==> src/rtl/drvres_pkg.sv <==
// Package: shared encodings for the net strength resolver.
// Assumes the 2-bit value code 0/1/x/z and a 3-bit numeric strength rank.
package drvres_pkg;

    localparam int VAL_W = 2;
    localparam int STR_W = 3;

    localparam logic [VAL_W-1:0] LV_0 = 2'b00;
    localparam logic [VAL_W-1:0] LV_1 = 2'b01;
    localparam logic [VAL_W-1:0] LV_X = 2'b10;
    localparam logic [VAL_W-1:0] LV_Z = 2'b11;

    localparam logic [STR_W-1:0] STR_NONE = 3'd0;

    typedef struct packed {
        logic [VAL_W-1:0] val;
        logic [STR_W-1:0] str;
    } net_t;

    localparam net_t NET_FLOAT = '{val: LV_Z, str: STR_NONE};

endpackage

==> src/rtl/drv_leaf.sv <==
// Module: drv_leaf
// Turns one raw driver into a canonical tree leaf. Inactive sources
// (strength 0 or value z) become the floating net, so later stages
// never see them. Purely combinational.
module drv_leaf
    import drvres_pkg::*;
(
    input  logic [VAL_W-1:0] in_val,
    input  logic [STR_W-1:0] in_str,
    output net_t             leaf
);

    // Collapse inactive sources to z at rank 0.
    always_comb begin
        if (in_str == STR_NONE || in_val == LV_Z) begin
            leaf = NET_FLOAT;
        end else begin
            leaf.val = in_val;
            leaf.str = in_str;
        end
    end

endmodule

==> src/rtl/drv_pair.sv <==
// Module: drv_pair
// Merges two canonical net states into one. Higher rank wins outright;
// equal ranks keep an agreed value or turn into x at that rank.
// Assumes both inputs are canonical (rank 0 only with value z).
module drv_pair
    import drvres_pkg::*;
(
    input  net_t a,
    input  net_t b,
    output net_t y
);

    // Pick the stronger side, or merge on a tie.
    always_comb begin
        if (a.str > b.str) begin
            y = a;
        end else if (b.str > a.str) begin
            y = b;
        end else if (a.val == b.val) begin
            y = a;
        end else begin
            y.val = LV_X;
            y.str = a.str;
        end
    end

endmodule

==> src/rtl/drv_resolver.sv <==
// Module: drv_resolver (top)
// Resolves N drivers on one net through a balanced tree of drv_pair
// stages, then registers the result. Unused tree leaves (N not a power
// of two) are tied to the floating net. Reset is synchronous, active low.
module drv_resolver
    import drvres_pkg::*;
#(
    parameter int N = 8
) (
    input  logic               clk,
    input  logic               rst_n,
    input  logic [VAL_W*N-1:0] drv_val,
    input  logic [STR_W*N-1:0] drv_str,
    output logic [VAL_W-1:0]   res_val,
    output logic [STR_W-1:0]   res_str
);

    localparam int DEPTH  = (N > 1) ? $clog2(N) : 0;
    localparam int LEAVES = 1 << DEPTH;

    // Heap-ordered tree: node k has children 2k and 2k+1, leaves at LEAVES..2*LEAVES-1.
    net_t node [1:2*LEAVES-1];

    genvar j;
    generate
        for (j = 0; j < LEAVES; j++) begin : g_leaf
            if (j < N) begin : g_used
                drv_leaf u_leaf (
                    .in_val (drv_val[VAL_W*j +: VAL_W]),
                    .in_str (drv_str[STR_W*j +: STR_W]),
                    .leaf   (node[LEAVES+j])
                );
            end else begin : g_pad
                assign node[LEAVES+j] = NET_FLOAT;
            end
        end
        for (j = 1; j < LEAVES; j++) begin : g_node
            drv_pair u_pair (
                .a (node[2*j]),
                .b (node[2*j+1]),
                .y (node[j])
            );
        end
    endgenerate

    // Output register: capture the root, or float on reset.
    always_ff @(posedge clk) begin
        if (!rst_n) begin
            res_val <= LV_Z;
            res_str <= STR_NONE;
        end else begin
            res_val <= node[1].val;
            res_str <= node[1].str;
        end
    end

endmodule

==> config.mk <==
export PLATFORM = sky130hd
export DESIGN_NAME = drv_resolver
export DESIGN_NICKNAME = d
export VERILOG_FILES = /design/src/rtl/drvres_pkg.sv /design/src/rtl/drv_leaf.sv /design/src/rtl/drv_pair.sv /design/src/rtl/drv_resolver.sv
export SDC_FILE = /design/constraint.sdc
export NUM_CORES = 1
export LEC_CHECK = 0
export ABC_AREA = 1
export CAP_MARGIN = 5
export CORE_UTILIZATION = 54
export DETAILED_ROUTE_END_ITERATION = 12
export PLACE_DENSITY_LB_ADDON = 0.2
export SLEW_MARGIN = 15
export SYNTH_ARGS = -nofsm -noshare
export SYNTH_HDL_FRONTEND = slang
export SYNTH_HIERARCHICAL = 1
export SYNTH_SLANG_ARGS = --single-unit
==> constraint.sdc <==
create_clock -name clk -period 9.94 [get_ports clk]
set_input_delay 1.988 -clock clk [delete_from_list [all_inputs] [get_ports clk]]
set_output_delay 1.988 -clock clk [all_outputs]
set_load 0.02 [all_outputs]
### After elaboration in Yosys (flattened, before gate mapping)

Index checks and enable logic that the tools add are counted.

| word-level totals | value |
|---|---|
| flip-flop bits (word level) | 5 |
| input port bits | 42 |

| operators by class | value |
|---|---|
| order comparisons | 14 |
| equal/unequal tests | 15 |
| mux-type cells | 29 |
| reduce and logical (&&, ||, !) cells | 16 |

Operators with widths:

| cell | number |
|---|---|
| 5-bit 2-to-1 mux | 29 |
| 3-bit > comparator | 14 |
| 3-bit zero test | 8 |
| 2-bit equality test (second input constant) | 8 |
| 2-bit equality test | 7 |
| 1-bit logical OR | 8 |

### Depth between registers and ports, before layout

Gate-level depths: netlist of the first run.

| depth | value |
|---|---|
| depth after elaboration | 15 |
| mapped depth | 27 |
| mapped depth without buffers | 27 |

### Hierarchy

The synthesis of the first run kept the hierarchy.

Modules (own cells, without submodules):

| module | times used | cells each | area each (µm²) | seq. area each (µm²) |
|---|---|---|---|---|
| drv_pair | 7 | 34 | 186.4 | 0.0 |
| drv_leaf | 8 | 10 | 46.3 | 0.0 |
| drv_resolver | 1 | 15 | 137.6 | 100.1 |

### Worst setup path before layout of the first run

OpenSTA, ideal clock, no wires.

| timing path | value |
|---|---|
| kind | input-to-reg |
| from | input port drv_str[2] |
| to | register res_str[1] |
| setup time | 0.056 ns |
| arrival time | 4.691 ns |
| data required time | 9.884 ns |
| setup slack | 5.193 ns |
| stages on the path | 21 |
| cell sequence | inv_1 -> a21oi_1 -> inv_1 -> ha_1 -> a21oi_2 -> nand2_2 -> o21ai_0 -> inv_1 -> ha_1 -> a21oi_2 -> nand2_2 -> o21ai_0 -> inv_1 -> ha_1 -> a21oi_2 -> nand2_2 -> nand2_4 -> nor2_1 -> a21oi_1 -> nand2_1 -> inv_1 |

RTL lines:

| item | RTL line | RTL |
|---|---|---|
| from (decl) | drv_resolver.sv:13 | `input logic [STR_W*N-1:0] drv_str,` |
| to (signal assigned) | drv_resolver.sv:53 | `res_str <= node[1].str;` |
| to (decl) | drv_resolver.sv:15 | `output logic [STR_W-1:0] res_str` |

==> results of run 1 <==
==> registers in the layout (all words and copies together), names as in the netlist <==
register  flops
res_val       2
res_str       3
==> through the flow <==
step	std cells	hold WS, ns
5_1_grt	427	2.357
6_report	427	2.343
3_5_place_dp	423	2.594
4_1_cts	427	2.342
3_3_place_gp	423	2.600
2_1_floorplan	333	2.057
==> area by class of cell <==
class	count	area, um2	share of cell area [%]
Tap cell	44	55.05	2.338
Clock buffer	4	26.28	1.116
Inverter	71	266.5	11.32
Timing Repair Buffer	46	460.4	19.55
Multi-Input combinational cell	257	1446	61.42
Sequential cell	5	100.1	4.251
==> cells by family after synthesis <==
family	Yosys count
buffers and inverters	71
adders and majority gates	21
AOI/OAI and AO/OA	80
DFF	5
and+or+nand+nor	156
==> worst paths after layout <==
check               endpoint        from  slack, ns  cells after the start
setup / recovery  res_str[1]  drv_val[2]       4.60                     24
hold / removal    res_val[0]       rst_n       2.34                      2
==> cell usage in the layout, fill, tap and decap left out <==
master,synthesis,final
clkbuf_4,0,3
o21ai_0,14,14
o21ai_1,14,14
a21boi_1,16,16
a21oi_1,22,22
clkbuf_1,0,1
ha_1,21,21
nand2_4,7,7
a21oi_2,14,14
nand2_1,78,78
nand3_1,14,14
clkdlybuf4s50_1,0,46
dfxtp_1,5,5
nand2_2,14,14
inv_1,71,71
nor2_1,43,43
==> layer usage <==
metal	vias to the layer above	global-route usage (%)	share of wire (%)
met4	0	5.980	1.1
li1	1154	-	-
met5	-	0	0
met1	861	28.17	48
met3	5	0.6494	3.5
met2	56	43.65	47
==> power by group <==
group	leakage, nW	switching [W]	internal [W]
clock network	0.0150	0.00000864	0.0000152
logic	1.23	0.000175	0.000115
registers	0.0414	0.00000174	0.0000289
total	1.28	0.000185	0.000159
==> results.md, run 1 <==
* Path type of the worst setup path: in -> reg
* Total of fill cells in the finished design at between 200 and 300
* Main combinational cell family by area after synthesis: simple AND/OR/NAND/NOR gates
* Fraction of the mapped netlist area in compound gates at 27.19%
* Starting Density at 57.96%
* Resize count post-CTS at 0
* Required arrival time at the worst endpoint at slightly above 10 ns
* Worst hold-check path type: in -> reg
* Cell with the most instances on the worst path: a21oi_1
* Number of unique standard cell types used by synthesis at 13
* Antenna cell count at 0
* Worst-case setup margin in the final layout at 4.601 ns
* Post-synthesis area per instance at 5.444 um2
* Number of synthesized register bits at 5
* Root Buffer Master: clkbuf_4
* Dominant synthesized flop cell: dfxtp_1
* Rows at 20
* Crit path DAT at 5.53 ns
* Clock tree buffer depth at 2
* Area share of and/or/nand/nor cells after synthesis at 38.10%
* Crit path time final at around 5.3 ns
* Number of synthesis warnings at 6
* Summed area of non-filler cells in the final layout at around 2400 um2
* Worst setup timing slack at the placement stage at 4.400 ns
* Nets at 447
* Unrepaired setup endpoints after global routing: false
* Count of nets left with antenna violations after detail routing at 0
* Share of synthesized area occupied by flip-flops and latches at ~5.5%
* Wirelength, routed at ~3900 um
* CTS tree: done
* Synth area leader: nand2_1
* Via-per-instance ratio at 4.862
* Multiplexer share of the synthesized area at 0%
* Half-perimeter wire length after detailed placement at roughly 3400 um
* Critical Path End Type: flop
* Leading cell type by number of instances after synthesis: nand2_1
* Run status: finished, final reports clean
* Setup TNS at 0 ns
* Num ports at 47
* Cell types occupying the most area after synthesis: nand2_1, inv_1, ha_1, nor2_1, a21oi_2
* Pwr per Cell Area at ~150 nW/um2
* Fraction of post-synthesis cell area in the top cell type by area at around 16%
* Number of standard cells after synthesis at about 330
* Achievable clock frequency at approximately 190 MHz
* Fraction of layout instances using a drive strength above 1 at between 9 and 10%
* Pin slew with the least headroom to its limit at between 0.3 and 0.4 ns
* Clk sinks at 5
* First-iteration detailed-routing DRC count at 54
* Buf+Inv Stages, Crit Path at 4
* Number of synthesized flops with an enable pin at 0
* Routed via count at 2076
* Post-synth design cell area at about 1800 um2
* Worst VDD drop at 0.00007135 V
* Mean routed wirelength per cell at between 9 and 10 um
* Adder and majority gate portion of the synthesized area at between 10 and 15%
* Post-CTS Hold Fix Bufs at 0
* CP max-delay cell: clkdlybuf4s50_1
* Most numerous cell types in the synthesized netlist: nand2_1, inv_1, nor2_1
* Number of detailed-routing iterations run before antenna repair at 4
* H-tree levels at 1
* Die outline area at around 3600 um2
* Mapped Nets at roughly 400
* Crit Path Max Fanout at 6
* Top delay family on crit path: simple AND/OR/NAND/NOR gates
* P&R area growth vs syn at 29.88%
* Final setup fails at 0
* Post-route core utilization at approximately three quarters
* Count of final hold-check violations at 0
* Global router's overall resource usage at 23.05%
* Global-route wire length before repair at between 6000 and 7000 um
* Xor/xnor share of the synthesized area at 0%
* Tot Pwr at roughly 0.00034 W
* Total congestion overflow at 0
* Share of flip-flops with an asynchronous set or reset after synthesis at 0%
* Maximum Capacitance Violations at 0
* IO Port Bufs at 46
* Cells along the critical path: clkdlybuf4s50_1 -> a21oi_1 -> ha_1 -> a21oi_2 -> nand2_2 -> nand2_4 -> nor2_1 -> a21oi_1 -> inv_1 -> ha_1 -> nand3_1 -> nand2_2 -> nand2_4 -> nor2_1 -> a21oi_1 -> inv_1 -> ha_1 -> nand3_1 -> nand2_2 -> nand2_4 -> nor2_1 -> a21oi_1 -> nand2_1 -> inv_1
* Leakage power total at between 1 and 1.5 nW
* Fin. max-slew vios at 0
* Period utilization at 53.71%
* Chip width at roughly 60 um
* Count of buffers added by post-CTS timing repair for setup at 0
* CP startpoint kind: primary input
* Remaining max-slew budget at the tightest pin at a little under 80%
* DRC violations left at 0
* Slowest cell delay on critical path at roughly 0.46 ns
* Clock slew at the register clock pins of the worst setup and hold paths at about 0.050 ns
* Initial antenna violation count at 0
* Placed Area at 2328 um2
* Number of clock buffers inserted by TritonCTS at 3
* Standard cell core area at between 3000 and 4000 um2
* DIE HEIGHT at around 60 um
* Via count of the first global-routing pass at 1787
* Largest net degree at the start of global routing at 7
* Routability congestion estimate from global placement at between 0.8 and 0.9
(Power assumes the default switching activity.)
==> inputs of run 2 (changes only) <==
- CORE_UTILIZATION: 54 -> 45
- clock period: 9.94 -> 4.9 ns (I/O delays scaled with it)
==> run 2 against run 1 <==
- clock power grew to 3.1 times the previous value
- combinational power is 100% higher
- power is 110% higher
- cell area is 1.0% higher
- clock-buffer cell count stayed put
- sequential cell count stayed put
- setup slack worse by 4.1 ns
- hold slack worse by 0.98 ns
- sequential share of layout area hardly changed
- non-clock buffer count stayed put
- wire length is 1.4% lower
- utilization is 12 points lower
==> results.md, run 2 (synthesis gave the netlist of run 1 again) <==
* Num ports at 47 (unchanged)
* Crit path time final at between 4 and 5 ns
* CP max-delay cell: clkdlybuf4s50_1
* Power share of the sequential group at 8.7% (-0.2 points)
* Clock slew at the register clock pins of the worst setup and hold paths at 0.03 ns (-0.02 ns)
* Internal power of the cells at 0.0003479 W (+120%)
* Leakage power total at 1.292 nW (+0.60%)
* Routability congestion estimate from global placement at 0.8411 (-6.0%)
* Final setup fails at 0 (unchanged)
* Number of detailed-routing iterations run before antenna repair at 4 (unchanged)
* DRC violations left at 0 (unchanged)
* Routed via count at 2041 (-1.7%)
* Half-perimeter wire length after detailed placement at 3404 um (+1.0%)
* Count of final hold-check violations at 0 (unchanged)
* Clk sinks at 5 (unchanged)
* Sw Share at 51.78% (-2.0 points)
* Chip width at 65.48 um (+9.2%)
* Maximum Capacitance Violations at 0 (unchanged)
* Max FFs per register at 3 (unchanged)
* Unrepaired setup endpoints after global routing: false
* Post-route core utilization at 63.07% (-12 points)
* Total of fill cells in the finished design at 370 (+31%)
* Net switching power at 0.0003735 W (+100%)
* DIE HEIGHT at 65.48 um (+9.2%)
* Root Buffer Master: clkbuf_8
* Global-route wire length before repair at 7217 um (+9.0%)
* Run status: finished, final reports clean
* Worst-case setup margin in the final layout at 0.5120 ns (-4.089 ns)
* CTS tree: done
* Remaining max-slew budget at the tightest pin at 79.90% (+0.98 points)
* End of the worst hold path: res_val[0]
* IO Port Bufs at 46 (unchanged)
* Slowest cell delay on critical path at 0.46 ns (about the same)
* CP startpoint kind: primary input
* Launch point of the worst hold path: rst_n
* Gate power share at 81.1% (-3.1 points)
* Achievable clock frequency at 227.9 MHz
* Period utilization at around nine tenths
* Buf+Inv Stages, Crit Path at 4 (unchanged)
* Count of buffers added by post-CTS timing repair for setup at 0 (unchanged)
* Via count of the first global-routing pass at 1898 (+6.2%)
* Initial antenna violation count at 0 (unchanged)
* Mean routed wirelength per cell at 8.845 um (-2.3%)
* Wirelength, routed at 3812 um (-1.4%)
* Count of nets left with antenna violations after detail routing at 0 (unchanged)
* Via-per-instance ratio at 4.735 (-2.6%)
* Standard cell core area at 3771 um2 (+21%)
* Resize count post-CTS at 0 (unchanged)
* Total congestion overflow at 0 (unchanged)
* Pin slew with the least headroom to its limit at 0.2984 ns (-0.01450 ns)
* Worst VDD drop at 0.0001549 V (+120%)
* Setup TNS at 0 ns (unchanged)
* Number of clock buffers inserted by TritonCTS at 3 (unchanged)
* Most frequent standard cell in the layout excluding fill and tap cells: nand2_1
* Clock network fraction of design power at 10.3% (+3.4 points)
* Summed area of non-filler cells in the final layout at 2379 um2 (+1.0%)
* Cells along the critical path: clkdlybuf4s50_1 -> a21oi_1 -> inv_1 -> ha_1 -> a21oi_2 -> nand2_2 -> o21ai_0 -> inv_1 -> ha_1 -> a21oi_2 -> nand2_2 -> o21ai_0 -> ha_1 -> a21oi_2 -> nand2_2 -> nand2_4 -> nor2_1 -> a21oi_1 -> nand2_1 -> inv_1
* First-iteration detailed-routing DRC count at 84 (+56%)
* Register with the most flip-flops: res_str
* Top delay family on crit path: compound AO/OA/AOI/OAI gates
* Starting Density at 48.08% (-9.9 points)
* Fraction of layout instances using a drive strength above 1 at 9.922% (unchanged)
* Worst hold-check path type: in -> reg
* Placed Area at 2333 um2 (+0.22%)
* Post-CTS Hold Fix Bufs at 0 (unchanged)
* Path type of the worst setup path: in -> reg
* Pwr per Cell Area at 303.3 nW/um2 (+110%)
* Crit path DAT at 4.55 ns (-0.98 ns)
* Largest net degree at the start of global routing at 7 (unchanged)
* Tot Pwr at 0.0007213 W (+110%)
* Die outline area at 4287 um2 (+19%)
* Count of cells along the worst hold path at 2 (unchanged)
* Crit Path Max Fanout at 6 (unchanged)
* Worst setup timing slack at the placement stage at 0.3584 ns (-4.041 ns)
* Clock tree buffer depth at 2 (unchanged)
* Nets at 447 (unchanged)
* P&R area growth vs syn at 31.19%
* Critical Path End Type: flop
* Rows at 22 (+10%)
* Commonest cells after routing, fill and taps aside: nand2_1, inv_1, clkdlybuf4s50_1, nor2_1, a21oi_1
* Global router's overall resource usage at 20.02% (-3.0 points)
* Fin. max-slew vios at 0 (unchanged)
* Required arrival time at the worst endpoint at 5.06 ns (-5.07 ns)
* Largest registers: res_str x3, res_val x2
* H-tree levels at 1 (unchanged)
* Antenna cell count at 0 (unchanged)
[run 2: changes by cell type in the layout (fill, tap and decap cells not counted)]
cell      before  now
clkbuf_4       3    0
clkbuf_8       0    3
[run 2: per-layer routing]
layer	global-route usage (%)	routed length [um]	part of all wire, %
met3	1.042	92	2.4
met1	26.32	1971	52
met2	36.08	1739	46
met5	0	0	0
met4	3.261	8	0.21
[run 2: worst max-delay path by stage]
stage / slack, ns / depth (start not counted) / from / endpoint
detailed placement: 0.36 / 23 / drv_val[0] / res_str[1]
global route: 0.15 / 21 / drv_str[14] / res_str[1]
finish: 0.51 / 20 / drv_val[8] / res_str[1]
floorplan: 1.16 / 21 / drv_str[2] / res_str[1]
CTS: 0.58 / 23 / drv_val[0] / res_str[1]
global placement: 0.42 / 23 / drv_val[0] / res_str[1]
[run 2: cell type report]
class	instances	area [um2]	area share (%)
sequential	5	100.1	4.208
timing repair buffer	46	460.4	19.36
clock buffer	4	45.04	1.894
multi-input combinational	257	1446	60.81
tap	48	60.06	2.525
inverter	71	266.5	11.20
[run 2: power by group through the flow]
stage          Combinational [W]   Clock, W  Sequential, W
2_1_floorplan           0.000422          0      0.0000854
3_3_place_gp            0.000572          0      0.0000626
3_5_place_dp            0.000584          0      0.0000637
4_1_cts                 0.000586  0.0000759      0.0000631
5_1_grt                 0.000677  0.0000785      0.0000639
6_report                0.000585  0.0000740      0.0000626
[run 2: stage by stage]
step | cells | hold WS, ns
after floorplan | 333 | 1.049
after detailed placement | 427 | 1.591
after global routing | 431 | 1.392
after global placement | 427 | 1.589
after CTS | 431 | 1.370
final | 431 | 1.368
